===== config.mk =====
export PLATFORM = sky130hd
export DESIGN_NAME = luma_dbk_decider
export DESIGN_NICKNAME = d
export VERILOG_FILES = /design/src/rtl/luma_dbk_pkg.sv /design/src/rtl/luma_line_metrics.sv /design/src/rtl/luma_half_decide.sv /design/src/rtl/luma_dbk_decider.sv
export SDC_FILE = /design/constraint.sdc
export NUM_CORES = 2
export LEC_CHECK = 0
export ABC_AREA = 1
export ABC_CLOCK_PERIOD_IN_PS = 7200
export BUFFER_PORTS_ARGS = -buffer_cell sky130_fd_sc_hd__buf_2
export CAP_MARGIN = 20
export CORE_UTILIZATION = 50
export CTS_CLUSTER_DIAMETER = 50
export DETAILED_ROUTE_END_ITERATION = 8
export PLACE_DENSITY = 0.75
export SLEW_MARGIN = 25
export SYNTH_ARGS = -nofsm -noshare
export SYNTH_HDL_FRONTEND = slang
export SYNTH_HIERARCHICAL = 1
export SYNTH_SLANG_ARGS = --single-unit

===== constraint.sdc =====
create_clock -name clk -period 7.2 [get_ports clk]
set_clock_uncertainty 0.2 [all_clocks]
set_input_delay 0.36 -clock clk [delete_from_list [all_inputs] [get_ports clk]]
set_output_delay 0.36 -clock clk [all_outputs]
set_load 0.05 [all_outputs]

===== src/rtl/luma_dbk_pkg.sv =====
package luma_dbk_pkg;
    localparam int LINES_PER_SEG = 8;
    localparam int TAPS_PER_LINE = 8;
    localparam int HALVES        = 2;
    localparam int USED_LINES    = 2 * HALVES;

    // Threshold shift for a depth code: 8 -> 0, 10 -> 2, 12 -> 4.
    function automatic logic [2:0] depth_shift(input logic [1:0] code);
        case (code)
            2'd0:    return 3'd0;
            2'd1:    return 3'd2;
            default: return 3'd4;
        endcase
    endfunction

    // Map a stored line slot to its segment line: the first and last line of each half.
    function automatic int slot_line(input int slot);
        return (slot / 2) * 4 + (slot % 2) * 3;
    endfunction
endpackage


===== src/rtl/luma_line_metrics.sv =====
module luma_line_metrics #(
    parameter int SAMP_W = 12,
    parameter int MET_W  = 16
) (
    input  logic [8*SAMP_W-1:0] taps_i,
    output logic [MET_W-1:0]    dp_o,
    output logic [MET_W-1:0]    dq_o,
    output logic [MET_W-1:0]    flat_o,
    output logic [MET_W-1:0]    step_o
);
    localparam int PAD = MET_W - SAMP_W;

    logic [MET_W-1:0] tap [8];

    for (genvar k = 0; k < 8; k++) begin : g_tap
        assign tap[k] = {{PAD{1'b0}}, taps_i[k*SAMP_W +: SAMP_W]};
    end

    function automatic logic [MET_W-1:0] adiff(input logic [MET_W-1:0] a,
                                               input logic [MET_W-1:0] b);
        return (a >= b) ? a - b : b - a;
    endfunction

    logic [MET_W-1:0] p_outer, q_outer;
    assign p_outer = tap[1] + tap[3];
    assign q_outer = tap[6] + tap[4];

    assign dp_o   = adiff(p_outer, tap[2] << 1);
    assign dq_o   = adiff(q_outer, tap[5] << 1);
    assign flat_o = adiff(tap[0], tap[3]) + adiff(tap[7], tap[4]);
    assign step_o = adiff(tap[3], tap[4]);
endmodule


===== src/rtl/luma_half_decide.sv =====
module luma_half_decide #(
    parameter int MET_W = 16
) (
    input  logic [MET_W-1:0] dp_a_i,
    input  logic [MET_W-1:0] dq_a_i,
    input  logic [MET_W-1:0] flat_a_i,
    input  logic [MET_W-1:0] step_a_i,
    input  logic [MET_W-1:0] dp_b_i,
    input  logic [MET_W-1:0] dq_b_i,
    input  logic [MET_W-1:0] flat_b_i,
    input  logic [MET_W-1:0] step_b_i,
    input  logic [MET_W-1:0] beta_i,
    input  logic [MET_W-1:0] tc_i,
    output logic             filt_o,
    output logic             strong_o,
    output logic             weak_p_o,
    output logic             weak_q_o
);
    logic [MET_W-1:0] act_a, act_b, tc_x5, tc25, side_lim;
    logic             ok_a, ok_b;

    assign act_a    = dp_a_i + dq_a_i;
    assign act_b    = dp_b_i + dq_b_i;
    assign tc_x5    = (tc_i << 2) + tc_i + {{(MET_W-1){1'b0}}, 1'b1};
    assign tc25     = tc_x5 >> 1;
    assign side_lim = (beta_i + (beta_i >> 1)) >> 3;

    assign ok_a = ((act_a << 1) < (beta_i >> 2)) && (flat_a_i < (beta_i >> 3)) && (step_a_i < tc25);
    assign ok_b = ((act_b << 1) < (beta_i >> 2)) && (flat_b_i < (beta_i >> 3)) && (step_b_i < tc25);

    assign filt_o   = (act_a + act_b) < beta_i;
    assign strong_o = filt_o && ok_a && ok_b;
    assign weak_p_o = filt_o && !strong_o && ((dp_a_i + dp_b_i) < side_lim);
    assign weak_q_o = filt_o && !strong_o && ((dq_a_i + dq_b_i) < side_lim);
endmodule


===== src/rtl/luma_dbk_decider.sv =====
module luma_dbk_decider
    import luma_dbk_pkg::*;
#(
    parameter int SAMP_W = 12,
    parameter int BETA_W = 7,
    parameter int TC_W   = 5,
    parameter int MET_W  = 16
) (
    input  logic                                     clk,
    input  logic                                     rst_n,
    input  logic                                     in_valid,
    input  logic [1:0]                               depth_sel,
    input  logic [BETA_W-1:0]                        beta_in,
    input  logic [TC_W-1:0]                          tc_lo,
    input  logic [TC_W-1:0]                          tc_hi,
    input  logic [LINES_PER_SEG*TAPS_PER_LINE*SAMP_W-1:0] lines_in,
    output logic                                     out_valid,
    output logic [1:0]                               out_filt,
    output logic [1:0]                               out_strong,
    output logic [1:0]                               out_weak_p,
    output logic [1:0]                               out_weak_q
);
    localparam int LINE_W = TAPS_PER_LINE * SAMP_W;

    typedef struct packed {
        logic                                s1_vld;
        logic [USED_LINES-1:0][LINE_W-1:0]   s1_lines;
        logic [MET_W-1:0]                    s1_beta;
        logic [HALVES-1:0][MET_W-1:0]        s1_tc;
        logic                                o_vld;
        logic [HALVES-1:0]                   o_filt;
        logic [HALVES-1:0]                   o_strong;
        logic [HALVES-1:0]                   o_wp;
        logic [HALVES-1:0]                   o_wq;
    } pipe_t;

    pipe_t st_d, st_q;

    logic [MET_W-1:0] m_dp [USED_LINES];
    logic [MET_W-1:0] m_dq [USED_LINES];
    logic [MET_W-1:0] m_flat [USED_LINES];
    logic [MET_W-1:0] m_step [USED_LINES];
    logic [HALVES-1:0] h_filt, h_strong, h_wp, h_wq;

    for (genvar g = 0; g < USED_LINES; g++) begin : g_line
        luma_line_metrics #(.SAMP_W(SAMP_W), .MET_W(MET_W)) u_met (
            .taps_i (st_q.s1_lines[g]),
            .dp_o   (m_dp[g]),
            .dq_o   (m_dq[g]),
            .flat_o (m_flat[g]),
            .step_o (m_step[g])
        );
    end

    for (genvar h = 0; h < HALVES; h++) begin : g_half
        luma_half_decide #(.MET_W(MET_W)) u_dec (
            .dp_a_i   (m_dp[2*h]),
            .dq_a_i   (m_dq[2*h]),
            .flat_a_i (m_flat[2*h]),
            .step_a_i (m_step[2*h]),
            .dp_b_i   (m_dp[2*h+1]),
            .dq_b_i   (m_dq[2*h+1]),
            .flat_b_i (m_flat[2*h+1]),
            .step_b_i (m_step[2*h+1]),
            .beta_i   (st_q.s1_beta),
            .tc_i     (st_q.s1_tc[h]),
            .filt_o   (h_filt[h]),
            .strong_o (h_strong[h]),
            .weak_p_o (h_wp[h]),
            .weak_q_o (h_wq[h])
        );
    end

    always_comb begin
        st_d        = st_q;
        st_d.s1_vld = in_valid;
        if (in_valid) begin
            for (int j = 0; j < USED_LINES; j++) begin
                st_d.s1_lines[j] = lines_in[slot_line(j)*LINE_W +: LINE_W];
            end
            st_d.s1_beta  = MET_W'(beta_in) << depth_shift(depth_sel);
            st_d.s1_tc[0] = MET_W'(tc_lo) << depth_shift(depth_sel);
            st_d.s1_tc[1] = MET_W'(tc_hi) << depth_shift(depth_sel);
        end
        st_d.o_vld = st_q.s1_vld;
        if (st_q.s1_vld) begin
            st_d.o_filt   = h_filt;
            st_d.o_strong = h_strong;
            st_d.o_wp     = h_wp;
            st_d.o_wq     = h_wq;
        end
    end

    always_ff @(posedge clk or negedge rst_n) begin
        if (!rst_n) st_q <= '0;
        else        st_q <= st_d;
    end

    assign out_valid  = st_q.o_vld;
    assign out_filt   = st_q.o_filt;
    assign out_strong = st_q.o_strong;
    assign out_weak_p = st_q.o_wp;
    assign out_weak_q = st_q.o_wq;

    a_r2_latency: assert property (@(posedge clk) disable iff (!rst_n)
        in_valid |-> ##2 out_valid);
    a_r2_no_spurious: assert property (@(posedge clk) disable iff (!rst_n)
        !in_valid |-> ##2 !out_valid);
    a_r4_skip_quiet: assert property (@(posedge clk) disable iff (!rst_n)
        (~out_filt & (out_strong | out_weak_p | out_weak_q)) == 2'b00);
    a_r7_side_only_weak: assert property (@(posedge clk) disable iff (!rst_n)
        (out_strong & (out_weak_p | out_weak_q)) == 2'b00);
    a_r9_hold: assert property (@(posedge clk) disable iff (!rst_n)
        !out_valid |-> ($stable(out_filt) && $stable(out_strong) &&
                        $stable(out_weak_p) && $stable(out_weak_q)));
endmodule


Word-level counts from Yosys, hierarchy flattened:

Cells that the tools add are included.
Widths: inputs -> output; s select.

* $add $sub $neg: 67
* magnitude comparators: 38
* equal/unequal tests: 1
* shifts and indexed selects: 3
* muxes and demuxes: 22
* reduce and logical (&&, ||, !) cells: 21

Operators with widths (count)
* $mux 16: 20
* $sub 12x12->13: 24
* $add 16x16->16: 16
* $ge 12x12->1: 12
* $ge 16x13->1: 8
* $lt 16x13->1: 8
* $sub 13x16->16: 8
* $sub 16x13->16: 8
* $add 12x12->13: 8
* $lt 16x14->1: 4
* $lt 16x15->1: 4
* $add 16x1->16 const B: 2
* $lt 16x16->1: 2
* $shl 5x3->16: 2
* $logic_and 1x1->1: 18
* $add 16x15->16: 1
* $shl 7x3->16: 1
* $pmux 3 s2: 1
* $mux 3: 1
* $eq 2x1->1 const B: 1
* $logic_not 1->1: 2
* $logic_not 2->1: 1

* flip-flop bits (word level): 442
* input port bits: 790
* output and inout bits: 9

Logic depth before layout (Yosys ltp):

* word-level depth: 12
* depth in mapped cells: 47
* depth with buffers taken out: 47

Hierarchy:

Netlist, hierarchy kept.

Modules (own cells, without submodules)
* luma_line_metrics at g_line[0].u_met ...: times used 2, cells an instance 1777, area each 9480.3 um^2, seq. area each 0.0 um^2
* luma_dbk_decider: times used 1, cells an instance 1850, area each 16360.7 um^2, seq. area each 10735.3 um^2
* luma_line_metrics at g_line[3].u_met: times used 1, cells an instance 1779, area each 9581.7 um^2, seq. area each 0.0 um^2
* luma_line_metrics at g_line[2].u_met: times used 1, cells an instance 1777, area each 9479.1 um^2, seq. area each 0.0 um^2
* luma_half_decide at g_half[1].u_dec: times used 1, cells an instance 1303, area each 8036.5 um^2, seq. area each 0.0 um^2
* luma_half_decide at g_half[0].u_dec: times used 1, cells an instance 1264, area each 7883.8 um^2, seq. area each 0.0 um^2

Least setup slack after synthesis:

Ideal clock, no wire load.

* path type: flip-flop to flip-flop
* start: reg st_q[382] in the netlist's numbering
* end: reg st_q (netlist bit out_strong[1])
* setup time: 0.125 ns
* arrival time: 6.524 ns
* path slack: 0.351 ns
* stages on the path, launching flop included: 42
* path buffers: 1
* clock period less this slack: 6.849 ns
* cells stage by stage: dfrtp_1 > inv_1 > fa_1 > inv_1 > nand3_1 > nand2_1 > a21oi_1 > o21ai_0 > xor2_1 > ha_1 > buf_2 > nand2_1 > nor2_2 > inv_2 > nor2_1 > nand2_1 > nand2_2 > o21ai_0 > [... 6 more ...] > nor2_1 > nor2_1 > o21bai_1 > xor2_1 > ha_1 > nand2_1 > nor2_1 > a221oi_1 > o21ai_0 > xor2_1 > inv_1 > ha_1 > a21oi_1 > o21ai_0 > a21oi_1 > a21boi_2 > nor2b_2 > mux2_2

RTL lines
* from (decl): line luma_dbk_decider.sv:37 `pipe_t st_d, st_q;`
* from (signal assigned): line luma_dbk_decider.sv:96 `else st_q <= st_d;`

==> metrics.yaml <==
synth:
  yosys.area_share.adder_pct: 20.8
  yosysTopAreaCellShare_pct: 24.8
  yosys_warnings: 6
  synthTopCellsByArea: "nand2_1 (25%), ha_1 (19%), dfrtp_1 (15%)"
  synth_ff_type: "dfrtp_1"
  synth_compound_area_share_pct: 8.67
  synth_top_family_by_area: "simple AND/OR/NAND/NOR gates"
  ys_ff_latch: 429
  synthSimpleGateAreaFrac_pct: 36.7
  async_flop_share_pct: 100
  synth_area_um2: 70300
  avgSynthCellArea_um2: 6.10
  synth_edf_count: 0
  syn-instance-count: 11500
  yosys.area_share.xor_xnor_pct: 6.59
  yosysUniqueCellTypes: 62
  yosysSeqAreaShare_pct: 15.3
  yosys.area.top_type: "nand2_1"
  synth_mux_area_share_pct: 0.128
routing:
  drt_wl_total_um: 263000
  first_iter_violations: 5881
  vias: 79200
  drc: 8
  ant_nets: 0
  drt-vias-per-instance: 5.30
  avgRoutedWirePerCell_um: 17.6
  drt-pass1-iter-count: 9
sta:
  setup_violations: 0
  slew_headroom_pct: 30.2
  tightest_slew_ps: 1050
  slew_viol_final: 0
  hold_viol_final: 0
  finalWorstSetupSlack_ps: 186
  period_share_pct: 97.4
  fin_crit_ps: 7010
  clock.fmax_mhz: 143
  totalNegativeSetupSlack_ps: 0
worst_setup_path:
  worstReg2RegStart: "st_q[165]"
  slowest_delay_ps: 390
  critPathLaunchType: "flop"
  cp_slowest_cell: "dfrtp_1"
  r2r_setup_slack_ps: 190
  critPathKind: "flop to flop"
  critPathMaxFanout: 8
  end_kind: "flop"
  critPathArrivalTime_ps: 7380
  critPathRequiredTime_ps: 7560
  rr_endpoint: "out_weak_q[0]"
  reg2regPathDepth: 45
place:
  portBuffers: 414
  place_congestion: 1.00
  dpl_worst_slack_ps: -124
  post-dp-hpwl_um: 205000
cells_and_area:
  layout_common_cells: "nand2_1 (4550), inv_1 (1696), ha_1 (931), buf_4 (718), nand3_1 (600)"
  syn_to_final_growth_pct: 27.2
  layout_commonest_cell: "nand2_1"
  nets: 14900
  drive_above_1_share_pct: 15.9
global_route:
  grt_max_degree: 170
  grt_pass1_vias: 75600
  antenna_found_initial: 16
  grt_pass1_wl_um: 398000
  overflow: 0
  grt_usage_pct: 35.1
clocking:
  clk_latency_ps: 720
  clkTransAtPathRegs_ps: 60
  cts_tree: "built"
  cts.sink_count: 429
  htree_levels: 3
  cts.path.max_buffers: 3
  cts-root-buf: "clkbuf_16"
  cts_buffers: 75
floorplan:
  start_util_pct: 50.4
  fp.dieH_um: 377
  die_w_um: 377
  rows: 137
  num_io_pins: 799
  dieArea_um2: 142000
  coreArea_um2: 140000
run_status:
  outcome: "finished, violations left"
  violations: "design-rule violations"
flow_run:
  cap_violations: 0
min_path:
  hp-class: "input pin to asynchronous set/reset pin"
[critical path, delay by kind of cell (launching register included)]
family,cells,cell delay [ps]
compound gates,5,750
xor+xnor,3,540
fa+ha+maj,6,1680
buf+inv,10,1230
flops,1,390
mux,1,270
simple gates,20,1840
[logic make-up after synthesis]
family                   after synthesis
AO/OA/AOI/OAI                       1089
other                                  1
adder cells (fa/ha/maj)             1130
flip-flops                           429
XOR/XNOR                             529
AND/OR/NAND/NOR                     6304
multiplexers                           8
buffers and inverters               2037
[Yosys cell counts, drive strengths merged (51+ instances only)]
cell    instances
xnor2         200
nand4         175
dfrtp         429
a21oi         651
buf           207
o21ai         218
ha           1068
clkbuf         55
nand3         638
xor2          329
nand2        4732
inv          1771
fa             62
o21bai         51
nor2          639
nor3           65
[sequential cells by signal, indices dropped and copies added, names as in the netlist]
name,count
st_q,419
out_filt,2
out_strong,2
out_weak_p,2
out_weak_q,2
out_valid,1
st_d,1
[per-stage QoR]
step	cell area (um2)	instances	utilization, %	hold WS [ps]
2_1_floorplan	70400	11600	-	-136
3_3_place_gp	78200	14200	56.0	181
3_5_place_dp	78200	14200	56.0	203
4_1_cts	85700	14900	61.4	51.2
5_1_grt	89400	14900	64.1	97.2
6_report	89400	14900	64.1	47.6
[worst max path at each step]
stage,start,to,slack [ps],depth (start not counted)
floorplan,st_q[382],out_strong[1],350,41
global route,st_q[170],out_weak_q[0],-130,42
global placement,st_q[361],out_weak_p[1],-30,43
CTS,st_q[388],out_weak_p[1],1,44
detailed placement,st_q[359],out_weak_p[1],-120,44
finish,st_q[165],out_weak_q[0],190,45
[layer usage]
layer  vias to the layer above  share of wire (%)  track usage, %
met5                         -              0.046               0
met3                       696                7.1            5.23
met2                      2917                 46            58.4
met1                     36600                 42            44.4
met4                        18                5.3            16.4
li1                      38900                  -               -
[layout make-up]
class / instances / area, um2
Inverter: 1775 / 6690
Clock buffer: 85 / 1960
Multi-Input combinational cell: 9094 / 54600
Clock inverter: 53 / 652
Timing Repair inverter: 1 / 5.00
Timing Repair Buffer: 1621 / 12400
Fill cell: 12700 / 50100
Sequential cell: 429 / 10800
Antenna cell: 11 / 27.5
Tap cell: 1876 / 2350
[timing repair]
action	CTS	global route
endpoints found under the hold margin	484	0
cloned	0	3
gates resized for setup	39	613
hold buffers	478	0
pin swaps	4	167
setup buffers	1	76
endpoints found under the setup margin	7	8
Power is left out: the tool's default activity adds up to more than one toggle a clock period on the data nets, which glitch-free logic cannot reach.
